`src/rtl/wilk_pkg.sv`:
```
package wilk_pkg;
    typedef enum logic [1:0] {
        ST_IDLE  = 2'd0,
        ST_RAMP  = 2'd1,
        ST_SHIFT = 2'd2
    } wilk_state_e;
endpackage

```
`src/rtl/wilk_gray_to_bin.sv`:
```
module wilk_gray_to_bin #(
    parameter int W = 10
) (
    input  logic [W-1:0] gray,
    output logic [W-1:0] bin
);
    // each binary bit is the parity of all Gray bits at or above it
    for (genvar i = 0; i < W; i++) begin : g_bit
        assign bin[i] = ^gray[W-1:i];
    end
endmodule

```
`src/rtl/wilk_gray_counter.sv`:
```
module wilk_gray_counter #(
    parameter int W = 10
) (
    input  logic         clk,
    input  logic         rst_n,
    input  logic         clr,
    input  logic         en,
    output logic [W-1:0] cnt_gray,
    output logic         at_top
);
    localparam logic [W-1:0] TOP_BIN  = {W{1'b1}};
    localparam logic [W-1:0] TOP_GRAY = TOP_BIN ^ (TOP_BIN >> 1);

    logic [W-1:0] gray_q;
    logic [W-1:0] cur_bin;
    logic [W-1:0] nxt_bin;
    logic [W-1:0] nxt_gray;

    wilk_gray_to_bin #(.W(W)) u_dec (
        .gray (gray_q),
        .bin  (cur_bin)
    );

    always_comb begin
        nxt_bin  = cur_bin + 1'b1;
        nxt_gray = nxt_bin ^ (nxt_bin >> 1);
    end

    always_ff @(posedge clk or negedge rst_n) begin
        if (!rst_n)   gray_q <= '0;
        else if (clr) gray_q <= '0;
        else if (en)  gray_q <= nxt_gray;
    end

    assign cnt_gray = gray_q;
    assign at_top   = (gray_q == TOP_GRAY);

    assert_one_bit_step_R3: assert property (@(posedge clk) disable iff (!rst_n)
        (en && !clr) |=> ($countones(gray_q ^ $past(gray_q)) == 1));

    assert_clear_zero_R2: assert property (@(posedge clk) disable iff (!rst_n)
        clr |=> (gray_q == '0));
endmodule

```
`src/rtl/wilk_chan_slot.sv`:
```
module wilk_chan_slot #(
    parameter int W = 10
) (
    input  logic         clk,
    input  logic         rst_n,
    input  logic         cmp_async,
    input  logic         arm,
    input  logic         capture_en,
    input  logic         force_full,
    input  logic [W-1:0] cnt_gray,
    output logic [W-1:0] code_gray,
    output logic         done
);
    localparam logic [W-1:0] FULL_BIN  = {W{1'b1}};
    localparam logic [W-1:0] FULL_GRAY = FULL_BIN ^ (FULL_BIN >> 1);

    logic meta_q, sync_q, prev_q;
    logic rise;
    logic [W-1:0] code_q;
    logic done_q;

    // two-stage synchronizer plus one stage for edge detection
    always_ff @(posedge clk or negedge rst_n) begin
        if (!rst_n) begin
            meta_q <= 1'b0;
            sync_q <= 1'b0;
            prev_q <= 1'b0;
        end else begin
            meta_q <= cmp_async;
            sync_q <= meta_q;
            prev_q <= sync_q;
        end
    end

    assign rise = sync_q & ~prev_q;

    always_ff @(posedge clk or negedge rst_n) begin
        if (!rst_n) begin
            code_q <= '0;
            done_q <= 1'b0;
        end else if (arm) begin
            code_q <= '0;
            done_q <= 1'b0;
        end else if (capture_en && !done_q) begin
            if (rise) begin
                code_q <= cnt_gray;
                done_q <= 1'b1;
            end else if (force_full) begin
                code_q <= FULL_GRAY;
                done_q <= 1'b1;
            end
        end
    end

    assign code_gray = code_q;
    assign done      = done_q;

    assert_code_hold_R5: assert property (@(posedge clk) disable iff (!rst_n)
        (done_q && !arm) |=> (code_q == $past(code_q)));
endmodule

```
`src/rtl/wilk_gray_backend.sv`:
```
module wilk_gray_backend #(
    parameter int NUM_CH = 32,
    parameter int CNT_W  = 10,
    localparam int CH_W  = (NUM_CH > 1) ? $clog2(NUM_CH) : 1
) (
    input  logic              clk,
    input  logic              rst_n,
    input  logic              conv_start,
    input  logic [NUM_CH-1:0] cmp_in,
    output logic              ramp_run,
    output logic [CNT_W-1:0]  cnt_gray,
    output logic              busy,
    output logic              rd_valid,
    output logic [CH_W-1:0]   rd_chan,
    output logic [CNT_W-1:0]  rd_data
);
    import wilk_pkg::*;

    localparam logic [CH_W-1:0] LAST_CH = CH_W'(NUM_CH - 1);

    wilk_state_e state_q, state_d;
    logic [CH_W-1:0] idx_q, idx_d;

    logic top_hit;
    logic arm;
    logic in_ramp;
    logic [CNT_W-1:0] slot_code [NUM_CH];
    logic [NUM_CH-1:0] slot_done;
    logic [CNT_W-1:0] sel_gray;
    logic [CNT_W-1:0] sel_bin;

    assign in_ramp = (state_q == ST_RAMP);
    assign arm     = (state_q == ST_IDLE) && conv_start;

    wilk_gray_counter #(.W(CNT_W)) u_cnt (
        .clk      (clk),
        .rst_n    (rst_n),
        .clr      (arm),
        .en       (in_ramp && !top_hit),
        .cnt_gray (cnt_gray),
        .at_top   (top_hit)
    );

    for (genvar c = 0; c < NUM_CH; c++) begin : g_slot
        wilk_chan_slot #(.W(CNT_W)) u_slot (
            .clk        (clk),
            .rst_n      (rst_n),
            .cmp_async  (cmp_in[c]),
            .arm        (arm),
            .capture_en (in_ramp),
            .force_full (in_ramp && top_hit),
            .cnt_gray   (cnt_gray),
            .code_gray  (slot_code[c]),
            .done       (slot_done[c])
        );
    end

    assign sel_gray = slot_code[idx_q];

    wilk_gray_to_bin #(.W(CNT_W)) u_rd_dec (
        .gray (sel_gray),
        .bin  (sel_bin)
    );

    // next-state logic
    always_comb begin
        state_d = state_q;
        idx_d   = idx_q;
        unique case (state_q)
            ST_IDLE: begin
                if (conv_start) state_d = ST_RAMP;        // start
            end
            ST_RAMP: begin
                if (top_hit) begin                        // top_out
                    state_d = ST_SHIFT;
                    idx_d   = '0;
                end
            end
            ST_SHIFT: begin
                if (idx_q == LAST_CH) state_d = ST_IDLE;  // last_slot
                else                  idx_d   = idx_q + 1'b1;
            end
            default: state_d = ST_IDLE;
        endcase
    end

    // state register
    always_ff @(posedge clk or negedge rst_n) begin
        if (!rst_n) begin
            state_q <= ST_IDLE;
            idx_q   <= '0;
        end else begin
            state_q <= state_d;
            idx_q   <= idx_d;
        end
    end

    // outputs
    always_comb begin
        ramp_run = (state_q == ST_RAMP);
        busy     = (state_q != ST_IDLE);
        rd_valid = (state_q == ST_SHIFT);
        rd_chan  = idx_q;
        rd_data  = sel_bin;
    end

    assert_shift_order_R8: assert property (@(posedge clk) disable iff (!rst_n)
        (rd_valid && rd_chan != LAST_CH) |=> (rd_valid && rd_chan == $past(rd_chan) + 1'b1));

    assert_ramp_hold_R7: assert property (@(posedge clk) disable iff (!rst_n)
        (ramp_run && !top_hit) |=> ramp_run);

    assert_top_to_shift_R7: assert property (@(posedge clk) disable iff (!rst_n)
        (ramp_run && top_hit) |=> (rd_valid && rd_chan == '0));

    assert_busy_start_ignored_R9: assert property (@(posedge clk) disable iff (!rst_n)
        (ramp_run && conv_start) |=> (cnt_gray != '0));

    assert_all_done_at_shift_R6: assert property (@(posedge clk) disable iff (!rst_n)
        rd_valid |-> (&slot_done));
endmodule

```
`config.mk`:
```
export PLATFORM = sky130hd
export DESIGN_NAME = wilk_gray_backend
export DESIGN_NICKNAME = d
export VERILOG_FILES = /design/src/rtl/wilk_pkg.sv /design/src/rtl/wilk_gray_to_bin.sv /design/src/rtl/wilk_gray_counter.sv /design/src/rtl/wilk_chan_slot.sv /design/src/rtl/wilk_gray_backend.sv
export SDC_FILE = /design/constraint.sdc
export NUM_CORES = 1
export LEC_CHECK = 0
export BUFFER_PORTS_ARGS = -buffer_cell sky130_fd_sc_hd__buf_2
export CAP_MARGIN = 5
export CORE_UTILIZATION = 29
export DETAILED_ROUTE_END_ITERATION = 8
export SLEW_MARGIN = 10
export SYNTH_ARGS = -nofsm -noshare
export SYNTH_HDL_FRONTEND = slang
export SYNTH_SLANG_ARGS = --single-unit
```
`constraint.sdc`:
```
create_clock -name clk -period 4 [get_ports clk]
set_input_delay 0.8 -clock clk [delete_from_list [all_inputs] [get_ports clk]]
set_output_delay 0.8 -clock clk [all_outputs]
set_load 0.03 [all_outputs]
```
==> flow_metrics.env <==
export IMPL_final_cell_area_um2=23500
export IMPL_cpPeakStageDelay_ns=0.59
export IMPL_io_pins=63
export IMPL_hold_violations=0
export IMPL_start_kind="flip-flop"
export IMPL_vias_per_cell=5.35
export IMPL_die_y_um=262
export IMPL_postCtsHoldBufs=0
export IMPL_synth_most_common_cell="dfrtp_1"
export IMPL_power_per_cell_area_nw_per_um2=414
export IMPL_slowest_stage="mux4_2"
export IMPL_crit_chain="buf_12 > buf_4 > bufbuf_16 > mux4_2 > mux2i_1 > mux4_2 > xnor2_4 > xor2_4 > buf_12 > xor2_4 > buf_6"
export IMPL_timing_hold_ws_ns=0.259
export IMPL_synthArstFlopShare_pct=100
export IMPL_dp_hpwl_um=36500
export IMPL_synth_edf_count=0
export IMPL_clk_path_buf_depth=3
export IMPL_instances_no_fill=2462
export IMPL_ys_ff_latch=465
export IMPL_max_cap_violations=0
export IMPL_setup_ws_ns=-0.366
export IMPL_overflow=0
export IMPL_yosysSeqAreaShare_pct=59.4
export IMPL_die_area_um2=68600
export IMPL_reg2reg_depth=12
export IMPL_wl_um=55300
export IMPL_setup_tns_final_ns=-2.22
export IMPL_dieWidth_um=262
export IMPL_vdd_drop_max_v=0.000252
export IMPL_vias=13200
export IMPL_fmax_mhz=229
export IMPL_fin_skew_ns=0.0114
export IMPL_ff2ff_setup_slack_ns=0.53
export IMPL_clock_latency_ns=0.58
export IMPL_crit_buf_inv=5
export IMPL_drive_gt1_share_pct=22.2
export IMPL_status="complete, but fails checks"
export IMPL_syn_to_final_growth_pct=19.9
export IMPL_rows=94
export IMPL_cts_made_buffers=48
export IMPL_grt_pass1_vias=13600
export IMPL_synth_cells=1466
export IMPL_yosys_area_top_type="dfrtp_1"
export IMPL_ant_nets=0
export IMPL_fill_cells=6448
export IMPL_synth_nets=1509
export IMPL_worst_slew_pin_transition_ns=1.14
export IMPL_failed_checks="setup timing"
export IMPL_maxSlewViolCount=0
export IMPL_first_iter_violations=1076
export IMPL_ys_types=44
export IMPL_routabilityCongestion=0.837
export IMPL_post_drt_wl_per_cell_um=22.5
export IMPL_cts_sinks=465
export IMPL_clk_pin_slew_worst_paths_ns=0.06
export IMPL_cp_required_ns=3.20
export IMPL_fp_coreArea_um2=66300
export IMPL_track_usage_pct=16.3
export IMPL_finalCritPeriodShare_pct=109
export IMPL_ys_top_cells_by_area="dfrtp_1 (59%), a22o_1 (13%), mux4_2 (8.4%), mux2i_1 (2.4%), nand2_1 (2.0%)"
export IMPL_cp_top_family="multiplexers"
export IMPL_holdCritPathClass="in2async"
export IMPL_final_seq_area_um2=11600
export IMPL_power_leakage_nw=10.3
export IMPL_r2r_start="u_cnt.cnt_gray[5]$_DFFE_PN0P_"
export IMPL_synth_area_um2=19600
export IMPL_reg2reg_to="u_cnt.cnt_gray[8]$_DFFE_PN0P_"
export IMPL_synth_warnings=0
export IMPL_synth_top_cell_area_share_pct=59.4
export IMPL_fin_nets=1602
export IMPL_arrival_ns=3.57
export IMPL_place_area_um2=21300
export IMPL_worst_setup_path_end_kind="output pin"
export IMPL_cts_root_buf="clkbuf_16"
export IMPL_rsz0062_at_grt="yes"
export IMPL_placedCellCount=2354
export IMPL_multi_input_area_um2=7600
export IMPL_antenna_found_initial=2
export IMPL_slew_headroom_pct=23.5
export IMPL_postSynthAreaPerCell_um2=13.4
export IMPL_worst_path_max_fanout=16
export IMPL_crit_type="reg2out"
export IMPL_cts_tree="built"
export IMPL_drc_errors=0
export IMPL_cts_htree_levels=2
export IMPL_setup_viol=7
export IMPL_portBuffers=62
export IMPL_initial_utilization_pct=29.5
export IMPL_final_util_pct=35.4
export IMPL_dr_pass1_iters=5
export IMPL_min_period_ns=4.37
export IMPL_grt_max_degree=88
export IMPL_yosys_top_cells_count="dfrtp_1 (465), a22o_1 (289), nand2_1 (104)"
export IMPL_grt_pass1_wl_um=85600
export IMPL_synth_flop_cell="dfrtp_1"
==> worst register-to-register path: cells and delay by family (launching register included) <==
kind / cells / cell delay [ns]
compound gates: 3 / 0.56
flops: 1 / 0.40
xor+xnor: 5 / 1.50
fa+ha+maj: 2 / 0.60
buf+inv: 1 / 0.06
simple gates: 1 / 0.20
==> cells by family (layout without fill, tap and decap cells) <==
kind of cell | count (synthesis) | count (layout) | share of synthesized area [%]
buffers and inverters | 133 | 264 | 3.03
DFF | 465 | 465 | 59.4
muxes | 122 | 122 | 11.0
other | 0 | 1 | 0
xor gates and xnor gates | 39 | 39 | 2.08
adders and majority gates | 8 | 8 | 0.511
AOI/OAI and AO/OA | 407 | 407 | 16.9
and+or+nand+nor | 292 | 292 | 7.08
==> stage by stage <==
stage          worst slack, ns  power [W]
2_1_floorplan          -0.0663    0.00487
3_3_place_gp           -0.0343    0.00500
3_5_place_dp           -0.0572    0.00501
4_1_cts                 -0.425    0.00982
5_1_grt                 -0.467     0.0100
6_report                -0.366    0.00972
==> flip-flops by register name, indices dropped and copies added (netlist names) <==
signal	count
u_cnt.cnt_gray	10
g_slot.u_slot.done	32
state_q	2
g_slot.u_slot.meta_q	32
g_slot.u_slot.sync_q	32
g_slot.u_slot.code_gray	320
g_slot.u_slot.prev_q	32
rd_chan	5
==> metal layers <==
metal	wire (µm)	global-route usage (%)
met5	33	0
met4	1340	4.94
met3	3680	3.23
met2	25100	24.6
met1	25100	23.7
==> layout by cell type, fill, tap and decap left out, types with 6 or more instances in the layout <==
cell,Yosys,routed
and2_1,29,28
nand2_1,104,103
mux2i_1,46,37
buf_2,12,53
xnor2_1,22,17
xnor2_2,3,7
bufinv_16,0,8
buf_6,8,12
a22oi_1,15,10
inv_1,15,15
buf_4,5,76
ha_1,8,8
nor2_1,53,52
clkbuf_1,88,11
buf_12,0,15
xor2_1,10,7
nor3_1,33,32
clkbuf_8,0,8
dfrtp_1,465,462
a21oi_1,31,31
clkbuf_16,0,50
nand3_1,15,14
o21ai_0,26,23
a211oi_1,6,6
a22o_1,289,289
clkinv_2,0,8
mux2i_4,1,7
a211o_1,27,27
nand2b_1,37,37
mux4_2,73,73
==> power by group <==
part	leakage (nW)	switching [W]	total, W	internal (W)
registers	5.91	0.0000157	0.00477	0.00475
clock network	0.823	0.00189	0.00480	0.00291
logic	3.54	0.000115	0.000147	0.0000321
==> worst max path at each step <==
stage                                start    endpoint  slack [ns]  depth (start not counted)
floorplan           rd_chan[1]$_DFFE_PN0P_  rd_data[3]       -0.07                         11
global placement    rd_chan[0]$_DFFE_PN0P_  rd_data[3]       -0.03                         13
detailed placement  rd_chan[1]$_DFFE_PN0P_  rd_data[2]       -0.06                          9
CTS                 rd_chan[1]$_DFFE_PN0P_  rd_data[3]       -0.42                         13
global route        rd_chan[1]$_DFFE_PN0P_  rd_data[3]       -0.47                         16
finish              rd_chan[1]$_DFFE_PN0P_  rd_data[3]       -0.37                         11
==> timing repair <==
item                                    in CTS  in global routing
gates cloned                                 2                  1
endpoints found under the hold margin        0                  0
pin swaps                                    8                  9
endpoints found under the setup margin       8                  8
gates resized for setup                     29                 26
buffers inserted                            13                  7
==> final cells by class <==
class | instances | area share [%]
sequential | 465 | 49.6
tap | 864 | 4.61
clock inverter | 20 | 1.33
timing repair buffer | 161 | 5.96
multi-input combinational | 868 | 32.4
inverter | 15 | 0.240
clock buffer | 68 | 5.87
antenna | 1 | 0.0107
Power figures use the tool's default switching activity.
